<file path="src/rtl/spi_bridge_pkg.sv">
package spi_bridge_pkg;

  localparam int ADDR_W = 16;
  localparam int BYTE_W = 8;
  localparam int SEL_W  = BYTE_W - 1;

  typedef enum logic [2:0] {
    PH_ADDR_LO,
    PH_ADDR_HI,
    PH_CMD,
    PH_WRITE,
    PH_READ
  } phase_t;

  // next address of a burst, wrapping at the top of the space
  function automatic logic [ADDR_W-1:0] addr_step(input logic [ADDR_W-1:0] a);
    return a + 1'b1;
  endfunction

  function automatic logic cmd_is_read(input logic [BYTE_W-1:0] c);
    return c[0];
  endfunction

  function automatic logic [SEL_W-1:0] cmd_bank(input logic [BYTE_W-1:0] c);
    return c[BYTE_W-1:1];
  endfunction

endpackage

</file>
<file path="src/rtl/spi_bridge_sync.sv">
module spi_bridge_sync #(
  parameter int               WIDTH     = 3,
  parameter int               STAGES    = 2,
  parameter logic [WIDTH-1:0] RESET_VAL = '0
) (
  input  logic             clk,
  input  logic             rst_n,
  input  logic [WIDTH-1:0] d,
  output logic [WIDTH-1:0] q
);

  logic [WIDTH-1:0] chain [STAGES];

  always_ff @(posedge clk or negedge rst_n) begin
    if (!rst_n) begin
      for (int i = 0; i < STAGES; i++) chain[i] <= RESET_VAL;
    end else begin
      chain[0] <= d;
      for (int i = 1; i < STAGES; i++) chain[i] <= chain[i-1];
    end
  end

  assign q = chain[STAGES-1];

endmodule

</file>
<file path="src/rtl/spi_bridge_shifter.sv">
module spi_bridge_shifter
  import spi_bridge_pkg::*;
(
  input  logic              clk,
  input  logic              rst_n,
  input  logic              sck_s,
  input  logic              cs_n_s,
  input  logic              mosi_s,
  input  logic [BYTE_W-1:0] tx_next,
  output logic [BYTE_W-1:0] rx_byte,
  output logic              byte_done,
  output logic              tx_bit
);

  localparam int CNT_W = $clog2(BYTE_W);

  logic              sck_d;
  logic [CNT_W-1:0]  bit_cnt;
  logic [BYTE_W-2:0] rx_sh;
  logic [BYTE_W-1:0] tx_reg;
  logic              sck_rise;
  logic              sck_fall;
  logic              last_bit;

  assign sck_rise = sck_s & ~sck_d & ~cs_n_s;
  assign sck_fall = ~sck_s & sck_d & ~cs_n_s;
  assign last_bit = (bit_cnt == CNT_W'(BYTE_W - 1));

  always_ff @(posedge clk or negedge rst_n) begin
    if (!rst_n) begin
      sck_d     <= 1'b0;
      bit_cnt   <= '0;
      rx_sh     <= '0;
      rx_byte   <= '0;
      byte_done <= 1'b0;
      tx_reg    <= '0;
    end else begin
      sck_d     <= sck_s;
      byte_done <= 1'b0;
      if (cs_n_s) begin
        bit_cnt <= '0;
        tx_reg  <= '0;
      end else begin
        if (sck_rise) begin
          rx_sh   <= {rx_sh[BYTE_W-3:0], mosi_s};
          bit_cnt <= bit_cnt + 1'b1;
          if (last_bit) begin
            rx_byte   <= {rx_sh, mosi_s};
            byte_done <= 1'b1;
          end
        end
        // byte boundary: present the next byte's MSB; otherwise advance
        if (sck_fall) tx_reg <= (bit_cnt == '0) ? tx_next : {tx_reg[BYTE_W-2:0], 1'b0};
      end
    end
  end

  assign tx_bit = tx_reg[BYTE_W-1];

  assert_byte_after_eight_R6: assert property (@(posedge clk) disable iff (!rst_n)
    byte_done |-> ($past(sck_rise) && $past(bit_cnt) == CNT_W'(BYTE_W - 1)));

  assert_tx_still_high_R1: assert property (@(posedge clk) disable iff (!rst_n)
    (sck_s && sck_d && !cs_n_s) |=> $stable(tx_reg) || $past(cs_n_s));

endmodule

</file>
<file path="src/rtl/spi_bridge_ctrl.sv">
module spi_bridge_ctrl
  import spi_bridge_pkg::*;
#(
  parameter int NUM_BANKS = 2
) (
  input  logic                        clk,
  input  logic                        rst_n,
  input  logic                        cs_n_s,
  input  logic                        byte_done,
  input  logic [BYTE_W-1:0]           rx_byte,
  input  logic [NUM_BANKS*BYTE_W-1:0] mem_rdata,
  output logic [ADDR_W-1:0]           ptr,
  output logic [BYTE_W-1:0]           wdata,
  output logic [NUM_BANKS-1:0]        we,
  output logic [BYTE_W-1:0]           tx_next,
  output phase_t                      phase
);

  logic [BYTE_W-1:0] cmd_q;
  logic [SEL_W-1:0]  bank_sel;
  logic              bank_ok;
  logic              wr_step;
  logic              rd_pend;
  logic              rd_cap;
  logic [BYTE_W-1:0] nxt_byte;
  logic [BYTE_W-1:0] sel_rdata;

  assign bank_sel = cmd_bank(cmd_q);
  assign bank_ok  = (bank_sel < SEL_W'(NUM_BANKS));

  always_comb begin
    sel_rdata = '0;
    for (int b = 0; b < NUM_BANKS; b++)
      if (bank_sel == SEL_W'(b)) sel_rdata = mem_rdata[b*BYTE_W +: BYTE_W];
  end

  assign tx_next = (phase == PH_READ) ? nxt_byte : '0;

  always_ff @(posedge clk or negedge rst_n) begin
    if (!rst_n) begin
      phase    <= PH_ADDR_LO;
      ptr      <= '0;
      cmd_q    <= '0;
      wdata    <= '0;
      we       <= '0;
      wr_step  <= 1'b0;
      rd_pend  <= 1'b0;
      rd_cap   <= 1'b0;
      nxt_byte <= '0;
    end else begin
      we      <= '0;
      wr_step <= 1'b0;
      rd_pend <= 1'b0;
      rd_cap  <= rd_pend;
      if (rd_cap) nxt_byte <= bank_ok ? sel_rdata : '0;
      if (wr_step) ptr <= addr_step(ptr);
      if (cs_n_s) begin
        phase  <= PH_ADDR_LO;
        rd_cap <= 1'b0;
      end else if (byte_done) begin
        unique case (phase)
          PH_ADDR_LO: begin
            ptr[BYTE_W-1:0] <= rx_byte;
            phase <= PH_ADDR_HI;
          end
          PH_ADDR_HI: begin
            ptr[ADDR_W-1:BYTE_W] <= rx_byte;
            phase <= PH_CMD;
          end
          PH_CMD: begin
            cmd_q   <= rx_byte;
            rd_pend <= cmd_is_read(rx_byte);
            phase   <= cmd_is_read(rx_byte) ? PH_READ : PH_WRITE;
          end
          PH_WRITE: begin
            wdata   <= rx_byte;
            wr_step <= 1'b1;
            for (int b = 0; b < NUM_BANKS; b++)
              we[b] <= bank_ok && (bank_sel == SEL_W'(b));
          end
          PH_READ: begin
            ptr     <= addr_step(ptr);
            rd_pend <= 1'b1;
          end
          default: phase <= PH_ADDR_LO;
        endcase
      end
    end
  end

  assert_single_bank_R6: assert property (@(posedge clk) disable iff (!rst_n)
    $onehot0(we));

  assert_we_from_write_byte_R6: assert property (@(posedge clk) disable iff (!rst_n)
    (|we) |-> ($past(byte_done) && $past(phase) == PH_WRITE));

  assert_ptr_advances_R5: assert property (@(posedge clk) disable iff (!rst_n)
    (|we) |=> ptr == addr_step($past(ptr)));

  assert_abort_to_header_R7: assert property (@(posedge clk) disable iff (!rst_n)
    cs_n_s |=> phase == PH_ADDR_LO);

  assert_prefetch_order_R8: assert property (@(posedge clk) disable iff (!rst_n)
    rd_cap |-> $past(rd_pend));

endmodule

</file>
<file path="src/rtl/spi_bridge_top.sv">
module spi_bridge_top
  import spi_bridge_pkg::*;
#(
  parameter int NUM_BANKS   = 2,
  parameter int SYNC_STAGES = 2
) (
  input  logic                        clk,
  input  logic                        rst_n,
  input  logic                        sck,
  input  logic                        cs_n,
  input  logic                        mosi,
  output logic                        miso,
  output logic [NUM_BANKS*ADDR_W-1:0] mem_addr,
  output logic [NUM_BANKS*BYTE_W-1:0] mem_wdata,
  output logic [NUM_BANKS-1:0]        mem_we,
  input  logic [NUM_BANKS*BYTE_W-1:0] mem_rdata
);

  logic              sck_s, cs_n_s, mosi_s;
  logic [BYTE_W-1:0] rx_byte, tx_next, wdata;
  logic              byte_done, tx_bit;
  logic [ADDR_W-1:0] ptr;
  phase_t            phase;

  spi_bridge_sync #(
    .WIDTH(3), .STAGES(SYNC_STAGES), .RESET_VAL(3'b010)
  ) u_sync (
    .clk(clk), .rst_n(rst_n),
    .d({sck, cs_n, mosi}),
    .q({sck_s, cs_n_s, mosi_s})
  );

  spi_bridge_shifter u_shift (
    .clk(clk), .rst_n(rst_n),
    .sck_s(sck_s), .cs_n_s(cs_n_s), .mosi_s(mosi_s),
    .tx_next(tx_next), .rx_byte(rx_byte),
    .byte_done(byte_done), .tx_bit(tx_bit)
  );

  spi_bridge_ctrl #(.NUM_BANKS(NUM_BANKS)) u_ctrl (
    .clk(clk), .rst_n(rst_n),
    .cs_n_s(cs_n_s), .byte_done(byte_done), .rx_byte(rx_byte),
    .mem_rdata(mem_rdata),
    .ptr(ptr), .wdata(wdata), .we(mem_we),
    .tx_next(tx_next), .phase(phase)
  );

  assign mem_addr  = {NUM_BANKS{ptr}};
  assign mem_wdata = {NUM_BANKS{wdata}};
  assign miso      = cs_n ? 1'b0 : tx_bit;

  assert_header_quiet_R9: assert property (@(posedge clk) disable iff (!rst_n)
    (phase == PH_ADDR_LO || phase == PH_ADDR_HI || phase == PH_CMD) |-> miso == 1'b0);

endmodule

</file>
<file path="config.mk">
export PLATFORM = sky130hd
export DESIGN_NAME = spi_bridge_top
export DESIGN_NICKNAME = d
export VERILOG_FILES = /design/src/rtl/spi_bridge_pkg.sv /design/src/rtl/spi_bridge_sync.sv /design/src/rtl/spi_bridge_shifter.sv /design/src/rtl/spi_bridge_ctrl.sv /design/src/rtl/spi_bridge_top.sv
export SDC_FILE = /design/constraint.sdc
export NUM_CORES = 1
export LEC_CHECK = 0
export BUFFER_PORTS_ARGS = -buffer_cell sky130_fd_sc_hd__buf_4
export CAP_MARGIN = 20
export CORE_ASPECT_RATIO = 0.9
export CORE_UTILIZATION = 55
export CTS_CLUSTER_SIZE = 30
export DETAILED_ROUTE_END_ITERATION = 7
export GPL_TIMING_DRIVEN = 0
export PLACE_DENSITY = 0.8
export SYNTH_ARGS = -nofsm -noshare
export SYNTH_HDL_FRONTEND = slang
export SYNTH_SLANG_ARGS = --single-unit
</file>
<file path="constraint.sdc">
create_clock -name clk -period 2.3 [get_ports clk]
set_input_delay 0.115 -clock clk [delete_from_list [all_inputs] [get_ports clk]]
set_output_delay 0.115 -clock clk [all_outputs]
set_load 0.005 [all_outputs]
</file>
* Word-level counts from Yosys, hierarchy flattened
Cells that the tools add are included.
W data, S select, Z words.
** Word-level totals
- Flip-flop bits (word level) :: 82
- Bits of input ports :: 21
- Output and inout port bits :: 51
- Word-level logic and storage cells :: 80
** Operators by class
- Add/sub/neg operators :: 2
- $lt $le $gt $ge :: 1
- Equality and inequality tests :: 7
- Mux-type cells :: 32
- Bitwise gates (word level) :: 7
- Reductions and logical operators :: 14
** Operator list (count)
- $mux W8 :: 7
- $mux W16 :: 3
- $pmux W8 S2 :: 2
- $add A16 B1 Y16 const B :: 1
- $mux W3 :: 5
- $pmux W3 S4 :: 1
- $mux W1 :: 10
- $reduce_and A3 Y1 :: 3
- $eq A7 B1 Y1 const B :: 1
- $logic_not A7 Y1 :: 1
- $lt A7 B2 Y1 const B :: 1
- $eq A3 B2 Y1 const B :: 2
- $eq A3 B3 Y1 const B :: 2
- $logic_not A3 Y1 :: 2
- $mux W2 :: 3
- $reduce_bool A2 Y1 :: 3
- $and A1 B1 Y1 :: 4
- $reduce_and A2 Y1 :: 2
- $add A3 B1 Y3 const B :: 1
- $eq A3 B1 Y1 const B :: 1
- $not A1 Y1 :: 3
- $logic_and A1 B1 Y1 :: 2
- $ne A2 B1 Y1 const B :: 1
- $pmux W1 S2 :: 1
- $reduce_or A2 Y1 :: 1

* Depth between registers and ports, before layout
- Depth in word-level cells :: 5
- Mapped depth :: 7
- Gate-level depth less buffers :: 6

* By module
From an unflattened synthesis, not the netlist that was laid out.
** Second synthesis, totals
- Cell total of the unflattened synthesis :: 358
- Area total of the unflattened synthesis :: 3990.1 um2
** Modules (own cells, without submodules)
- spi_bridge_ctrl :: times used 1, cells an instance 245, area each 2411.1 um2
- spi_bridge_shifter :: times used 1, cells an instance 79, area each 1209.9 um2
- spi_bridge_top :: times used 1, cells an instance 25, area each 193.9 um2
- spi_bridge_sync :: times used 1, cells an instance 9, area each 175.2 um2

* Worst setup path after synthesis
Ideal clock, no wire load.
- Path type :: reg2reg
- Start :: register u_sync.chain, in the netlist u_sync.q[1]
- End :: register u_ctrl.ptr[3]
- Setup time :: 0.126 ns
- Arrival time :: 1.707 ns
- Data required time :: 2.174 ns
- Setup slack :: 0.467 ns
- Cell stages (with the launch flop) :: 6
- Buffers on the path :: 1
- Clock period less this slack :: 1.833 ns
- Cell sequence :: dfstp_2 -> buf_2 -> nor4b_4 -> mux2i_1 -> nor3b_1 -> a221o_1
** On the way
- Cells in the longest elaborated chain, start to end :: 1
** Ends and longest elaborated chain
- from (decl) :: RTL line spi_bridge_sync.sv:12 : logic [WIDTH-1:0] chain [STAGES];
- $mux W16 :: RTL line spi_bridge_ctrl.sv:57 : if (cs_n_s) begin
- to (signal assigned) :: RTL line spi_bridge_ctrl.sv:56 : if (wr_step) ptr <= addr_step(ptr);
- to (signal, indexed assignment) :: RTL line spi_bridge_ctrl.sv:63 : ptr[BYTE_W-1:0] <= rx_byte;
- to (signal, indexed assignment) :: RTL line spi_bridge_ctrl.sv:67 : ptr[ADDR_W-1:BYTE_W] <= rx_byte;
- to (decl) :: RTL line spi_bridge_ctrl.sv:12 : output logic [ADDR_W-1:0] ptr,
Every way passes these cells.
A chain may end at the register's enable or synchronous reset.

* Final worst setup path
- Start :: register u_ctrl.phase[0]
- End :: register u_ctrl.ptr[3]
** On the way
- Cells in the longest elaborated chain, start to end :: 4
** Ends and longest elaborated chain
- from (decl) :: RTL line spi_bridge_ctrl.sv:16 : output phase_t phase
- from (signal assigned) :: RTL line spi_bridge_ctrl.sv:73 : phase <= cmd_is_read(rx_byte) ? PH_READ : PH_WRITE;
- $eq A3 B3 Y1 / $logic_not A3 Y1 (equally long branches) :: RTL line spi_bridge_ctrl.sv:61 : unique case (phase)
- $pmux W8 S2 * :: RTL line spi_bridge_ctrl.sv:61
- $mux W16 * :: RTL line spi_bridge_ctrl.sv:60 : end else if (byte_done) begin
- $mux W16 * :: RTL line spi_bridge_ctrl.sv:57
Every way passes the cells marked *; elsewhere a longest branch is shown, timed or not.

==> qor.txt <==
Run status = completed
RR Endpoint = u_ctrl.ptr[3]
Synthesized net count = 373
Number of cells on the worst reg-to-reg path = 5
Worst Tran Pin Value = 609 ps
Final design utilization = 0.712
Total vias in the final route = 2930
Full die area = 0.00730 mm^2
Number of antenna violations at the first check in global routing = 0
Predominant post-synthesis flop cell = sky130_fd_sc_hd__dfrtp_1
Slew Limit Fails = 0
Most repeated cell in the gate-level netlist after synthesis = sky130_fd_sc_hd__dfrtp_1
Number of antenna-violating nets in the routed design = 0
Fraction of registers with async set/reset = 1.00
Post-Route WL = 8020 um
Total Neg Setup Slack = 0 ps
Total number of yosys warnings = 0
Compound-cell area share of the yosys netlist = 0.111
Required time of the critical path = 2550 ps
Total global routing track utilization = 0.234
Crit path capture type = flop
Pre-CTS setup slack = 141 ps
Synthesized instance count = 348
Proportion of layout cells with a drive suffix above 1 = 0.375
Post-route clock period utilization = 0.893
Residual DRC count = 0
Sink Count = 81
Placement Cell Area = 0.00448 mm^2
Post-synth EDFFs = 0
Register bank with the most flops = u_ctrl.ptr
Boundary pin count = 72
Maximum buffer depth of the clock tree = 2
Leakage power = 0.00233 uW
Register-to-register setup slack = 250 ps
CP Max Fanout = 9
Count of state elements after synthesis = 81
Post-Layout Inst Area = 0.00474 mm^2
Cell types with the largest area share after synthesis = sky130_fd_sc_hd__dfrtp_1, sky130_fd_sc_hd__mux2_2, sky130_fd_sc_hd__buf_4
Count of unique library cells instantiated by Yosys = 45
Via-per-instance ratio = 5.53
Pwr per Cell Area = 563 mW/mm^2
Crit path launch type = flop
Die boundary height = 81.2 um
RSZ-0062 raised after global routing = false
Worst Setup Path Type = reg2reg
Largest area contributor in the synthesized netlist = sky130_fd_sc_hd__dfrtp_1
Post-DP HPWL = 5390 um
Die boundary width = 90.0 um
Dominant combinational cell family by area after synthesis = simple AND/OR/NAND/NOR gates
Row Count = 28
Final critical delay including setup and external delays = 2050 ps
Setup violators final = 0
Origin of the worst min-delay path = mem_rdata[2]
Skew-Pair Late Insertion Delay = 360 ps
Cell count of the worst hold path = 4
Worst R2R Start = u_ctrl.phase[0]
Max FFs per register = 16
Post-Syn Area = 0.00383 mm^2
Portion of netlist area occupied by mux cells = 0.122
Largest vdd supply drop = 381 uV
Setup Skew = 11.2 ps
First drt pass iteration count = 5
Congestion Overflow GR = 0
Number of clock buffers inserted by TritonCTS = 9
Drt wl/cell = 15.1 um
Synthesis-to-finish area growth = 23.7%
Antenna fix cells = 0
# nets final = 460
First-pass GRT wire length = 13400 um
Slew HR = 0.589
DRC marker count from the first detailed-route iteration = 183
TritonCTS clock tree = yes
Upper clock frequency limit = 0.487 GHz
Final Hold Vio Count = 0
Final worst-path setup slack = 247 ps
Hold-critical path endpoint = u_ctrl.nxt_byte[2]
Total of fill cells in the finished design = 489
Proportion of synthesized chip area in sequential cells = 0.530
Portion of synthesized cell area occupied by the leading cell type = 0.516
Final estimated routing congestion in global placement = 0.928
Number of global-route vias before repair = 2788
Maxcap violations = 0
Number of H-tree levels = 3
Xor-xnor portion of the synthesized cell area = 0.00914
Most frequent cells after synthesis = sky130_fd_sc_hd__dfrtp_1, sky130_fd_sc_hd__mux2_2, sky130_fd_sc_hd__nand2_1
I/O Buffers = 71
Worst Path Arrival = 2300 ps
Adder-cell share of the synthesized area = 0.0131
CTS clk-pin slew, worst paths = 80 ps
Simple-gate share of the synthesized area = 0.135
Core region area = 0.00666 mm^2
Maximum number of pins on one net before global-route repair = 82
Library cell used as clock root buffer = sky130_fd_sc_hd__clkbuf_8
Post-synthesis area per instance = 11.0 um^2
Initial standard-cell utilization of the core = 0.576
Path type of the worst min-delay path = in2reg
[area by class of cell]
class	instances	area (um^2)	share of cell area
plain buffers	39	248	0.0523
clock buffers	13	169	0.0356
clock inverters	3	23.8	0.00501
flip-flops and latches	81	2030	0.428
multi-input cells	212	1500	0.316
well taps	90	113	0.0238
inverters	16	60.1	0.0127
repair buffers	76	601	0.127
[power breakdown]
group          leakage (uW)  internal [uW]  total [uW]  switching [uW]
sequential          0.00106           1480        1520            39.8
combinational       0.00118           83.3         154            70.6
clock             0.0000919            483         991             508
total               0.00233           2050        2670             619
[critical path, cell delays in order, from the launching register on]
cell and delay [ps]:
sky130_fd_sc_hd__dfrtp_1 380, sky130_fd_sc_hd__buf_4 180, sky130_fd_sc_hd__nor4b_4 520, sky130_fd_sc_hd__mux2i_2 490
sky130_fd_sc_hd__nor3b_1 100, sky130_fd_sc_hd__a221o_1 280
[cell usage in the layout, fill, tap and decap left out, types with 9 or more instances in the layout]
| cell type | synthesis | routed |
|---|---|---|
| sky130_fd_sc_hd__buf_4 | 25 | 96 |
| sky130_fd_sc_hd__clkbuf_8 | 0 | 12 |
| sky130_fd_sc_hd__dfrtp_1 | 79 | 79 |
| sky130_fd_sc_hd__inv_1 | 16 | 16 |
| sky130_fd_sc_hd__mux2_2 | 38 | 38 |
| sky130_fd_sc_hd__nand2_1 | 32 | 32 |
| sky130_fd_sc_hd__nor2_1 | 17 | 17 |
| sky130_fd_sc_hd__o21ai_0 | 9 | 9 |
| sky130_fd_sc_hd__o21ai_1 | 11 | 11 |
| sky130_fd_sc_hd__o22ai_1 | 12 | 12 |
[how the worst max path moves through the flow]
| stage | startpoint | end | slack, ps | depth (start not counted) |
|---|---|---|---|---|
| 2_1_floorplan | u_sync.q[1] | u_ctrl.ptr[3] | 470 | 5 |
| 3_3_place_gp | u_sync.q[1] | u_ctrl.ptr[6] | 230 | 5 |
| 3_5_place_dp | u_ctrl.phase[0] | u_ctrl.ptr[6] | 140 | 5 |
| 4_1_cts | u_ctrl.phase[0] | u_ctrl.ptr[6] | 130 | 5 |
| 5_1_grt | u_ctrl.phase[0] | u_ctrl.ptr[6] | 140 | 5 |
| 6_report | u_ctrl.phase[0] | u_ctrl.ptr[3] | 250 | 5 |
[cell families (layout without fill, tap and decap cells)]
group / count (synthesis) / after routing
multiplexers: 42 / 42
flip-flops: 81 / 81
AO/OA/AOI/OAI: 66 / 66
AND/OR/NAND/NOR: 96 / 96
XOR/XNOR: 4 / 4
adder cells (fa/ha/maj): 4 / 4
buffers and inverters: 55 / 147
[metrics by stage]
stage / cells / hold WS, ps / power (uW)
after CTS: 529 / 142 / 2670
after global placement: 509 / 224 / 1680
final: 530 / 139 / 2670
after detailed placement: 509 / 226 / 1690
after global routing: 530 / 158 / 2770
after floorplan: 348 / -181 / 1610
[metal layers]
metal	vias to the layer above	GRT usage	share of wire
met1	1424	0.312	0.46
li1	1385	-	-
met4	0	0.0823	0.018
met5	-	0	0
met3	12	0.0618	0.053
met2	109	0.378	0.46
[timing repair]
| item | in CTS | in global routing |
|---|---|---|
| buffers inserted | 0 | 0 |
| hold endpoints to repair | 82 | 0 |
| setup endpoints to repair | 0 | 1 |
| resized for setup | 0 | 1 |
| hold buffers | 4 | 0 |
(Power assumes the default switching activity.)
